## config.mk

```make
export PLATFORM = sky130hd
export DESIGN_NAME = asid_tlb
export DESIGN_NICKNAME = d
export VERILOG_FILES = /design/src/rtl/asid_tlb_pkg.sv /design/src/rtl/tlb_match.sv /design/src/rtl/tlb_victim.sv /design/src/rtl/tlb_perm.sv /design/src/rtl/asid_tlb.sv
export SDC_FILE = /design/constraint.sdc
export NUM_CORES = 2
export LEC_CHECK = 0
export BUFFER_PORTS_ARGS = -buffer_cell sky130_fd_sc_hd__buf_2
export CORE_MARGIN = 4
export CORE_UTILIZATION = 50
export CTS_CLUSTER_DIAMETER = 200
export CTS_CLUSTER_SIZE = 16
export DETAILED_ROUTE_END_ITERATION = 10
export PLACE_DENSITY = 0.69
export SYNTH_ARGS = -nofsm -noshare
export SYNTH_HDL_FRONTEND = slang
export SYNTH_HIERARCHICAL = 1
export SYNTH_SLANG_ARGS = --single-unit
```

## constraint.sdc

```tcl
create_clock -name clk -period 7.3 [get_ports clk]
set_input_delay 1.095 -clock clk [delete_from_list [all_inputs] [get_ports clk]]
set_output_delay 1.095 -clock clk [all_outputs]
set_load 0.1 [all_outputs]
```

## src/rtl/asid_tlb_pkg.sv

```systemverilog
package asid_tlb_pkg;
   localparam int ATTR_W       = 7;
   localparam int ATTR_PRESENT = 0;
   localparam int ATTR_USER    = 1;
   localparam int ATTR_WRITE   = 2;
   localparam int ATTR_NOEXEC  = 3;
   localparam int ATTR_NOKEXEC = 4;
   localparam int ATTR_GLOBAL  = 5;
   localparam int ATTR_LOCKED  = 6;

   typedef enum logic [1:0] {
      ACC_LOAD  = 2'd0,
      ACC_STORE = 2'd1,
      ACC_FETCH = 2'd2,
      ACC_RSVD  = 2'd3
   } acc_e;
endpackage

```

## src/rtl/tlb_match.sv

```systemverilog
module tlb_match #(
   parameter int VPN_W  = 20,
   parameter int ASID_W = 8
) (
   input  logic              ent_valid,
   input  logic              ent_global,
   input  logic [VPN_W-1:0]  ent_vpn,
   input  logic [ASID_W-1:0] ent_asid,
   input  logic [VPN_W-1:0]  key_vpn,
   input  logic [ASID_W-1:0] key_asid,
   output logic              match
);
   logic tag_ok;
   assign tag_ok = ent_global | (ent_asid == key_asid);
   assign match  = ent_valid & (ent_vpn == key_vpn) & tag_ok;
endmodule

```

## src/rtl/tlb_victim.sv

```systemverilog
module tlb_victim #(
   parameter int ENTRIES = 16,
   localparam int IDX_W  = $clog2(ENTRIES)
) (
   input  logic [IDX_W-1:0]   ptr,
   input  logic [ENTRIES-1:0] locked,
   output logic [IDX_W-1:0]   victim,
   output logic               found
);
   logic [IDX_W-1:0] cand;

   // Walk backwards so the smallest offset from the pointer is kept last.
   always_comb begin
      victim = ptr;
      found  = 1'b0;
      cand   = '0;
      for (int k = ENTRIES - 1; k >= 0; k--) begin
         cand = ptr + IDX_W'(k);
         if (!locked[cand]) begin
            victim = cand;
            found  = 1'b1;
         end
      end
   end
endmodule

```

## src/rtl/tlb_perm.sv

```systemverilog
module tlb_perm
   import asid_tlb_pkg::*;
(
   input  logic [ATTR_W-1:0] attr,
   input  logic [1:0]        acc,
   input  logic              kernel,
   output logic              fault
);
   logic is_store, is_fetch;
   logic no_present, no_user, no_write, no_exec, no_kexec;

   assign is_store   = (acc == ACC_STORE);
   assign is_fetch   = (acc == ACC_FETCH);
   assign no_present = ~attr[ATTR_PRESENT];
   assign no_user    = ~kernel & ~attr[ATTR_USER];
   assign no_write   = is_store & ~attr[ATTR_WRITE];
   assign no_exec    = is_fetch & attr[ATTR_NOEXEC];
   assign no_kexec   = is_fetch & kernel & attr[ATTR_NOKEXEC];
   assign fault      = no_present | no_user | no_write | no_exec | no_kexec;
endmodule

```

## src/rtl/asid_tlb.sv

```systemverilog
module asid_tlb
   import asid_tlb_pkg::*;
#(
   parameter int ENTRIES = 16,
   parameter int VPN_W   = 20,
   parameter int PFN_W   = 20,
   parameter int ASID_W  = 8
) (
   input  logic              clk,
   input  logic              rst_n,
   input  logic              lk_valid,
   input  logic [VPN_W-1:0]  lk_vpn,
   input  logic [ASID_W-1:0] lk_asid,
   input  logic [1:0]        lk_acc,
   input  logic              lk_kernel,
   output logic              lk_hit,
   output logic              lk_miss,
   output logic [PFN_W-1:0]  lk_pfn,
   output logic              lk_fault,
   input  logic              fill_en,
   input  logic [VPN_W-1:0]  fill_vpn,
   input  logic [ASID_W-1:0] fill_asid,
   input  logic [PFN_W-1:0]  fill_pfn,
   input  logic [ATTR_W-1:0] fill_attr,
   input  logic              flush_all,
   input  logic              flush_asid_en,
   input  logic [ASID_W-1:0] flush_asid
);
   localparam int IDX_W = $clog2(ENTRIES);

   generate
      if (ENTRIES < 2 || (ENTRIES & (ENTRIES - 1)) != 0) begin : g_bad_entries
         $error("asid_tlb: ENTRIES must be a power of two of at least 2");
      end
      if (VPN_W < 1 || PFN_W < 1 || ASID_W < 1) begin : g_bad_width
         $error("asid_tlb: field widths must be positive");
      end
   endgenerate

   logic [ENTRIES-1:0] valid_vec, valid_nxt;
   logic [ENTRIES-1:0] wired_vec, global_vec, kill_vec;
   logic [ENTRIES-1:0] lk_hitv, fl_hitv;
   logic [VPN_W-1:0]   vpn_q  [ENTRIES];
   logic [ASID_W-1:0]  asid_q [ENTRIES];
   logic [PFN_W-1:0]   pfn_q  [ENTRIES];
   logic [ATTR_W-1:0]  attr_q [ENTRIES];
   logic [IDX_W-1:0]   rr_ptr, vic_idx, lk_sel, fl_sel, wr_idx;
   logic               vic_found, fl_any, fill_do, perm_fault;

   generate
      for (genvar i = 0; i < ENTRIES; i++) begin : g_ent
         assign wired_vec[i]  = valid_vec[i] & attr_q[i][ATTR_LOCKED];
         assign global_vec[i] = attr_q[i][ATTR_GLOBAL];
         assign kill_vec[i]   = ~wired_vec[i] &
                                (flush_all |
                                 (flush_asid_en & ~global_vec[i] & (asid_q[i] == flush_asid)));

         tlb_match #(.VPN_W(VPN_W), .ASID_W(ASID_W)) u_lk_cmp (
            .ent_valid (valid_vec[i]),
            .ent_global(global_vec[i]),
            .ent_vpn   (vpn_q[i]),
            .ent_asid  (asid_q[i]),
            .key_vpn   (lk_vpn),
            .key_asid  (lk_asid),
            .match     (lk_hitv[i])
         );

         tlb_match #(.VPN_W(VPN_W), .ASID_W(ASID_W)) u_fl_cmp (
            .ent_valid (valid_vec[i]),
            .ent_global(global_vec[i]),
            .ent_vpn   (vpn_q[i]),
            .ent_asid  (asid_q[i]),
            .key_vpn   (fill_vpn),
            .key_asid  (fill_asid),
            .match     (fl_hitv[i])
         );
      end
   endgenerate

   // Lowest matching index wins for both lookup and fill overwrite.
   always_comb begin
      lk_sel = '0;
      fl_sel = '0;
      for (int i = ENTRIES - 1; i >= 0; i--) begin
         if (lk_hitv[i]) lk_sel = IDX_W'(i);
         if (fl_hitv[i]) fl_sel = IDX_W'(i);
      end
   end

   tlb_victim #(.ENTRIES(ENTRIES)) u_victim (
      .ptr   (rr_ptr),
      .locked(wired_vec),
      .victim(vic_idx),
      .found (vic_found)
   );

   tlb_perm u_perm (
      .attr  (attr_q[lk_sel]),
      .acc   (lk_acc),
      .kernel(lk_kernel),
      .fault (perm_fault)
   );

   assign fl_any  = |fl_hitv;
   assign fill_do = fill_en & (fl_any | vic_found);
   assign wr_idx  = fl_any ? fl_sel : vic_idx;

   // Flush applies first, then a same-cycle fill sets its entry.
   always_comb begin
      valid_nxt = valid_vec & ~kill_vec;
      if (fill_do) valid_nxt[wr_idx] = 1'b1;
   end

   always_ff @(posedge clk) begin
      if (!rst_n) begin
         valid_vec <= '0;
         rr_ptr    <= '0;
      end else begin
         valid_vec <= valid_nxt;
         if (fill_en && !fl_any && vic_found) rr_ptr <= vic_idx + IDX_W'(1);
      end
   end

   always_ff @(posedge clk) begin
      if (fill_do) begin
         vpn_q[wr_idx]  <= fill_vpn;
         asid_q[wr_idx] <= fill_asid;
         pfn_q[wr_idx]  <= fill_pfn;
         attr_q[wr_idx] <= fill_attr;
      end
   end

   assign lk_hit   = lk_valid & (|lk_hitv);
   assign lk_miss  = lk_valid & ~(|lk_hitv);
   assign lk_pfn   = lk_hit ? pfn_q[lk_sel] : '0;
   assign lk_fault = lk_hit & perm_fault;
endmodule

```

# Yosys cells after proc, flatten, opt, wreduce, memory -nomap -nowiden
# Memories as Yosys holds them, arrays and structs flattened.
# Index checks and enable logic that the tools add are counted.
# word_totals
reg_bits	20
mem_count	4
ram_bits	880
inputBits	100
output_inout_bits	23
wordCells	461
# mem_list
memory	words	word_bits	read_ports	rd_clocked_by_memory_dff	wr	line_no	source
pfn_q	16	20	1	0	1	asid_tlb.sv:45	logic [PFN_W-1:0] pfn_q [ENTRIES];
vpn_q	16	20	16	0	1	asid_tlb.sv:43	logic [VPN_W-1:0] vpn_q [ENTRIES];
asid_q	16	8	16	0	1	asid_tlb.sv:44	logic [ASID_W-1:0] asid_q [ENTRIES];
attr_q	16	7	17	0	1	asid_tlb.sv:46	logic [ATTR_W-1:0] attr_q [ENTRIES];
# classes
n_bitwise	230
n_mux	103
n_eq_ne	82
order_cmp	18
n_reduce_logical	6
addsub	16
# ops
op	n
$eq 20x20->1	32
$eq 8x8->1	48
$mux 4	49
$and 1x1->1	137
$lt 4x5->1 const B	17
$bmux 1 s4	16
$or 1x1->1	53
$not 1->1	37
$mux 1	35
$add 4x4->4 const B	8
$reduce_or 16->1	2
$mux 20	1
$add 4x3->4 const B	4
$and 16x16->16	1
$mux 16	1
$not 16->16	1
$or 16x16->16	1
$add 4x1->4 const B	2
$add 4x2->4 const B	2
$demux 1 s4	1
$ge 4x1->1 const B	1
$logic_and 1x1->1	3
$eq 2x1->1 const B	1
$eq 2x2->1 const B	1
$logic_not 1->1	1

# Longest topological paths before layout
# An unclocked memory read counts as a cell.
# depth
ltp_word	27
ltp_mapped	18
ltp_nobuf	14

# Modules after synthesis
# Netlist, hierarchy kept.
# by_module_without_submodules
module	cells_each	instances	seq_area_each_um2	area_per_inst_um2
asid_tlb	1938	1	26825.7	33293.2
tlb_match	39	32	0.0	332.8
tlb_victim	238	1	0.0	2127.0
tlb_perm	5	1	0.0	32.5

# Worst setup path before layout
# Ideal clock, no wire load.
# synth_timing
path_type	reg-to-reg
startpoint	register rr_ptr[1]
endpoint	memory asid_q[11][0] (enable)
period_less_slack_ns	6.941
path_buffers	3
slack_ns	0.359
t_arrival_ns	6.473
setup_time_ns	0.468
required_time_ns	6.832
path_stages_with_launch	16
path_cell_list	dfxtp_1 buf_2 clkinv_1 ha_1 buf_2 mux4_2 mux4_2 o211ai_2 a31oi_1 a2111o_1 a221oi_2 a21o_1 a21oi_1 clkbuf_1 or2_2 nor2_1
# synth_between
elab_cells_between_ends	84
cone_classes	15 x add/sub; 67 x mux; 2 x bitwise
# synth_rtl
element	line_no	source
start: declaration	asid_tlb.sv:47	logic [IDX_W-1:0] rr_ptr, vic_idx, lk_sel, fl_sel, wr_idx;
start signal: assignment	asid_tlb.sv:120	if (fill_en && !fl_any && vic_found) rr_ptr <= vic_idx + IDX_W'(1);
$add 4x4->4	tlb_victim.sv:18	cand = ptr + IDX_W'(k);
$bmux 1 s4	tlb_victim.sv:19	if (!locked[cand]) begin
$mux 1 (implied by the code)	tlb_victim.sv:19	
$mux 4 (15 in a row)	tlb_victim.sv:19	
$mux 4 *	tlb_victim.sv:19	
net vic_idx[1]	asid_tlb.sv:47	
$mux 4 *	asid_tlb.sv:106	assign wr_idx = fl_any ? fl_sel : vic_idx;
end: declaration	asid_tlb.sv:44	
# The timed path passes the listed nets; every way through them passes the cells marked *. The select of a mux whose other input is x is not followed.

# Final worst setup path
# layout_timing
startpoint	input lk_asid[7]
endpoint	output lk_pfn[19]
# layout_between
elab_cells_between_ends	68
cone_classes	16 x eq/ne; 17 x mux; 33 x bitwise; 1 x reduce/logical; 1 x memory
# layout_rtl
element	line_no	source
start: declaration	asid_tlb.sv:13	input logic [ASID_W-1:0] lk_asid,
$eq 8x8->1 *	tlb_match.sv:14	assign tag_ok = ent_global | (ent_asid == key_asid);
$or 1x1->1 *	tlb_match.sv:14	
$and 1x1->1 *	tlb_match.sv:15	assign match = ent_valid & (ent_vpn == key_vpn) & tag_ok;
net lk_hitv[2]	asid_tlb.sv:42	logic [ENTRIES-1:0] lk_hitv, fl_hitv;
$mux 4 (3 in a row)	asid_tlb.sv:85	if (lk_hitv[i]) lk_sel = IDX_W'(i);
$mem_v2 16x20	--	
$mux 20 *	asid_tlb.sv:135	assign lk_pfn = lk_hit ? pfn_q[lk_sel] : '0;
end: declaration	asid_tlb.sv:18	output logic [PFN_W-1:0] lk_pfn,
# The timed path passes the listed nets; every way through them passes the cells marked *.

==> impl_results.md <==
- Initial antenna violation count: 4
- WP data arrival: 5.81 ns
- CTS Buffer Depth: 3
- Area growth syn-to-layout: 10.9%
- Hold slack: 0.520 ns
- Pre-antenna DRT Iters: 5
- Die H: 311 µm
- Final Setup Violations: 0
- 1st-iter DRT viols: 3035
- I/O pin cnt: 123
- Die area: 96600 µm²
- GRT Max-Usage Layer: met2
- Met2 usage: 0.404
- Die W: 311 µm
- Endpoints failing hold: 0
- # clock sinks: 900
- Area post-placement: 49000 µm²
- Fin crit share: 0.946
- Multi-input gate area: 18500 µm²
- Mean post-synth cell area: 13.5 µm²
- Initial Utilization: 0.507
- Fin area: 50800 µm²
- Number of port buffers: 122
- Drt wl/cell: 26.0 µm
- Core Area: 90400 µm²
- Tmin final: 6.91 ns
- HP Class: register to register
- Pwr/cell area: 205 nW/µm²
- DRC violations left: 0
- Number of setup buffers added after CTS: 0
- Setup Total Neg Slack: 0 ns
- Total GRT Usage: 0.250
- Vias per cell: 6.12
- First-pass GRT wire length: 184000 µm
- Met3 Use GR: 0.0338
- Antenna-violating nets left: 0
- RSZ-0062 raised after global routing: no
- Filler cell count: 7192
- Maximum clock rate: 145 MHz
- Largest net degree at the start of global routing: 103
- Remaining global-route overflow: 0
- Via count: 29100
- VDD IR max: 0.162 mV
- GR Util met1: 0.354
- Max-cap violation count: 0
- CP endpoint kind: primary output
- Required @ worst endpoint: 6.20 ns
- GPL Wtd Cong: 0.917
- CTS tree: done
- Total power: 10400 µW
- Warnings, synthesis: 6
- Status: finished clean
- Synth Cell Area: 45800 µm²
- Post-DP HPWL: 79500 µm
- Post-CTS sizing: 0
- CTS root buf: clkbuf_16
- Kind of critical path: input port to primary output
- CP Max Fanout: 62
- Clk pin slew, worst setup/hold paths: 0.08 ns
- Fraction of layout cells with a size suffix above 1: 0.140
- Reg area: 26800 µm²
- Syn nets: 3498
- Max_slew headroom: 0.322
- Critical Path Start Type: input port
- Row count: 110
- Drt total wl: 124000 µm
- Vias in the first global route: 28500
- Layout Nets: 3671
- Clock H-tree levels: 3
- Total CTS buffers: 66
- LEAKAGE: 0.0167 µW
- Worst-Skew Late Latency: 0.66 ns
- Final Skew: 0.0570 ns
- Gate Count Post-Synth: 3390
- Slew @ Worst Pin: 1.02 ns
- Slew Limit Fails: 0
- CTS Hold Buffers Added: 0
## final cells by class
cell class | count | share of cell area
Multi-Input combinational cell | 2339 | 0.364
Tap cell | 1176 | 0.0289
Sequential cell | 900 | 0.528
Antenna cell | 4 | 0.000197
Timing Repair Buffer | 226 | 0.0396
Inverter | 30 | 0.00239
Clock inverter | 8 | 0.00386
Clock buffer | 74 | 0.0331
## critical path: stages
cell and delay [ns]:
buf_2 0.50, xor2_1 0.21, nor4_1 0.08, a21oi_1 0.66, nor3_2 0.19, or3_1 0.40
a221oi_2 0.26, o41ai_4 0.15, buf_12 0.18, nand2_4 0.36, buf_12 0.34, buf_4 0.30
a211oi_1 0.10, nor4_1 0.30, a31o_2 0.16, buf_2 0.42
## layout by cell type (no fill, tap or decap), types with 66 or more instances in the layout
cell type / n
a211oi_1: 99
a21oi_1: 131
and3_1: 97
buf_2: 104
buf_4: 76
clkbuf_16: 66
edfxtp_1: 880
nand2_1: 156
nor4_1: 124
nor4_2: 96
xnor2_1: 138
xor2_1: 893
## power by group
group | internal (µW) | switching (µW)
clock network | 1680 | 1800
logic | 371 | 707
registers | 5820 | 72.0
total | 7860 | 2570
## worst paths after layout
path	from	endpoint	slack, ns	depth (start not counted)
hold reg to reg	valid_vec[12]$_SDFF_PN0_	valid_vec[12]$_SDFF_PN0_	0.52	2
setup reg to reg	rr_ptr[0]$_SDFFE_PN0P_	vpn_q[13][16]$_DFFE_PP_	1.04	15
hold / removal	valid_vec[12]$_SDFF_PN0_	valid_vec[12]$_SDFF_PN0_	0.52	2
setup / recovery	lk_asid[7]	lk_pfn[19]	0.39	16
## layer usage
layer  vias up  share of wire
li1      13100              -
met1     14800           0.43
met2      1070           0.47
met3       180          0.069
met4         0          0.027
met5         -              0
## flip-flops by register name, indices dropped and copies added, names as in the netlist
register and cells:
attr_q 112, pfn_q 320, asid_q 128, valid_vec 16, vpn_q 320, rr_ptr 4
## per-stage QoR
step                      utilization  setup WS, ns  instances
after floorplan                     -         0.359       3390
after global placement          0.541         0.431       4671
after detailed placement        0.541         0.379       4671
after CTS                       0.562         0.372       4753
after global routing            0.562         0.229       4755
final                           0.562         0.394       4757
Note: power is estimated with default switching activity, not from simulation.
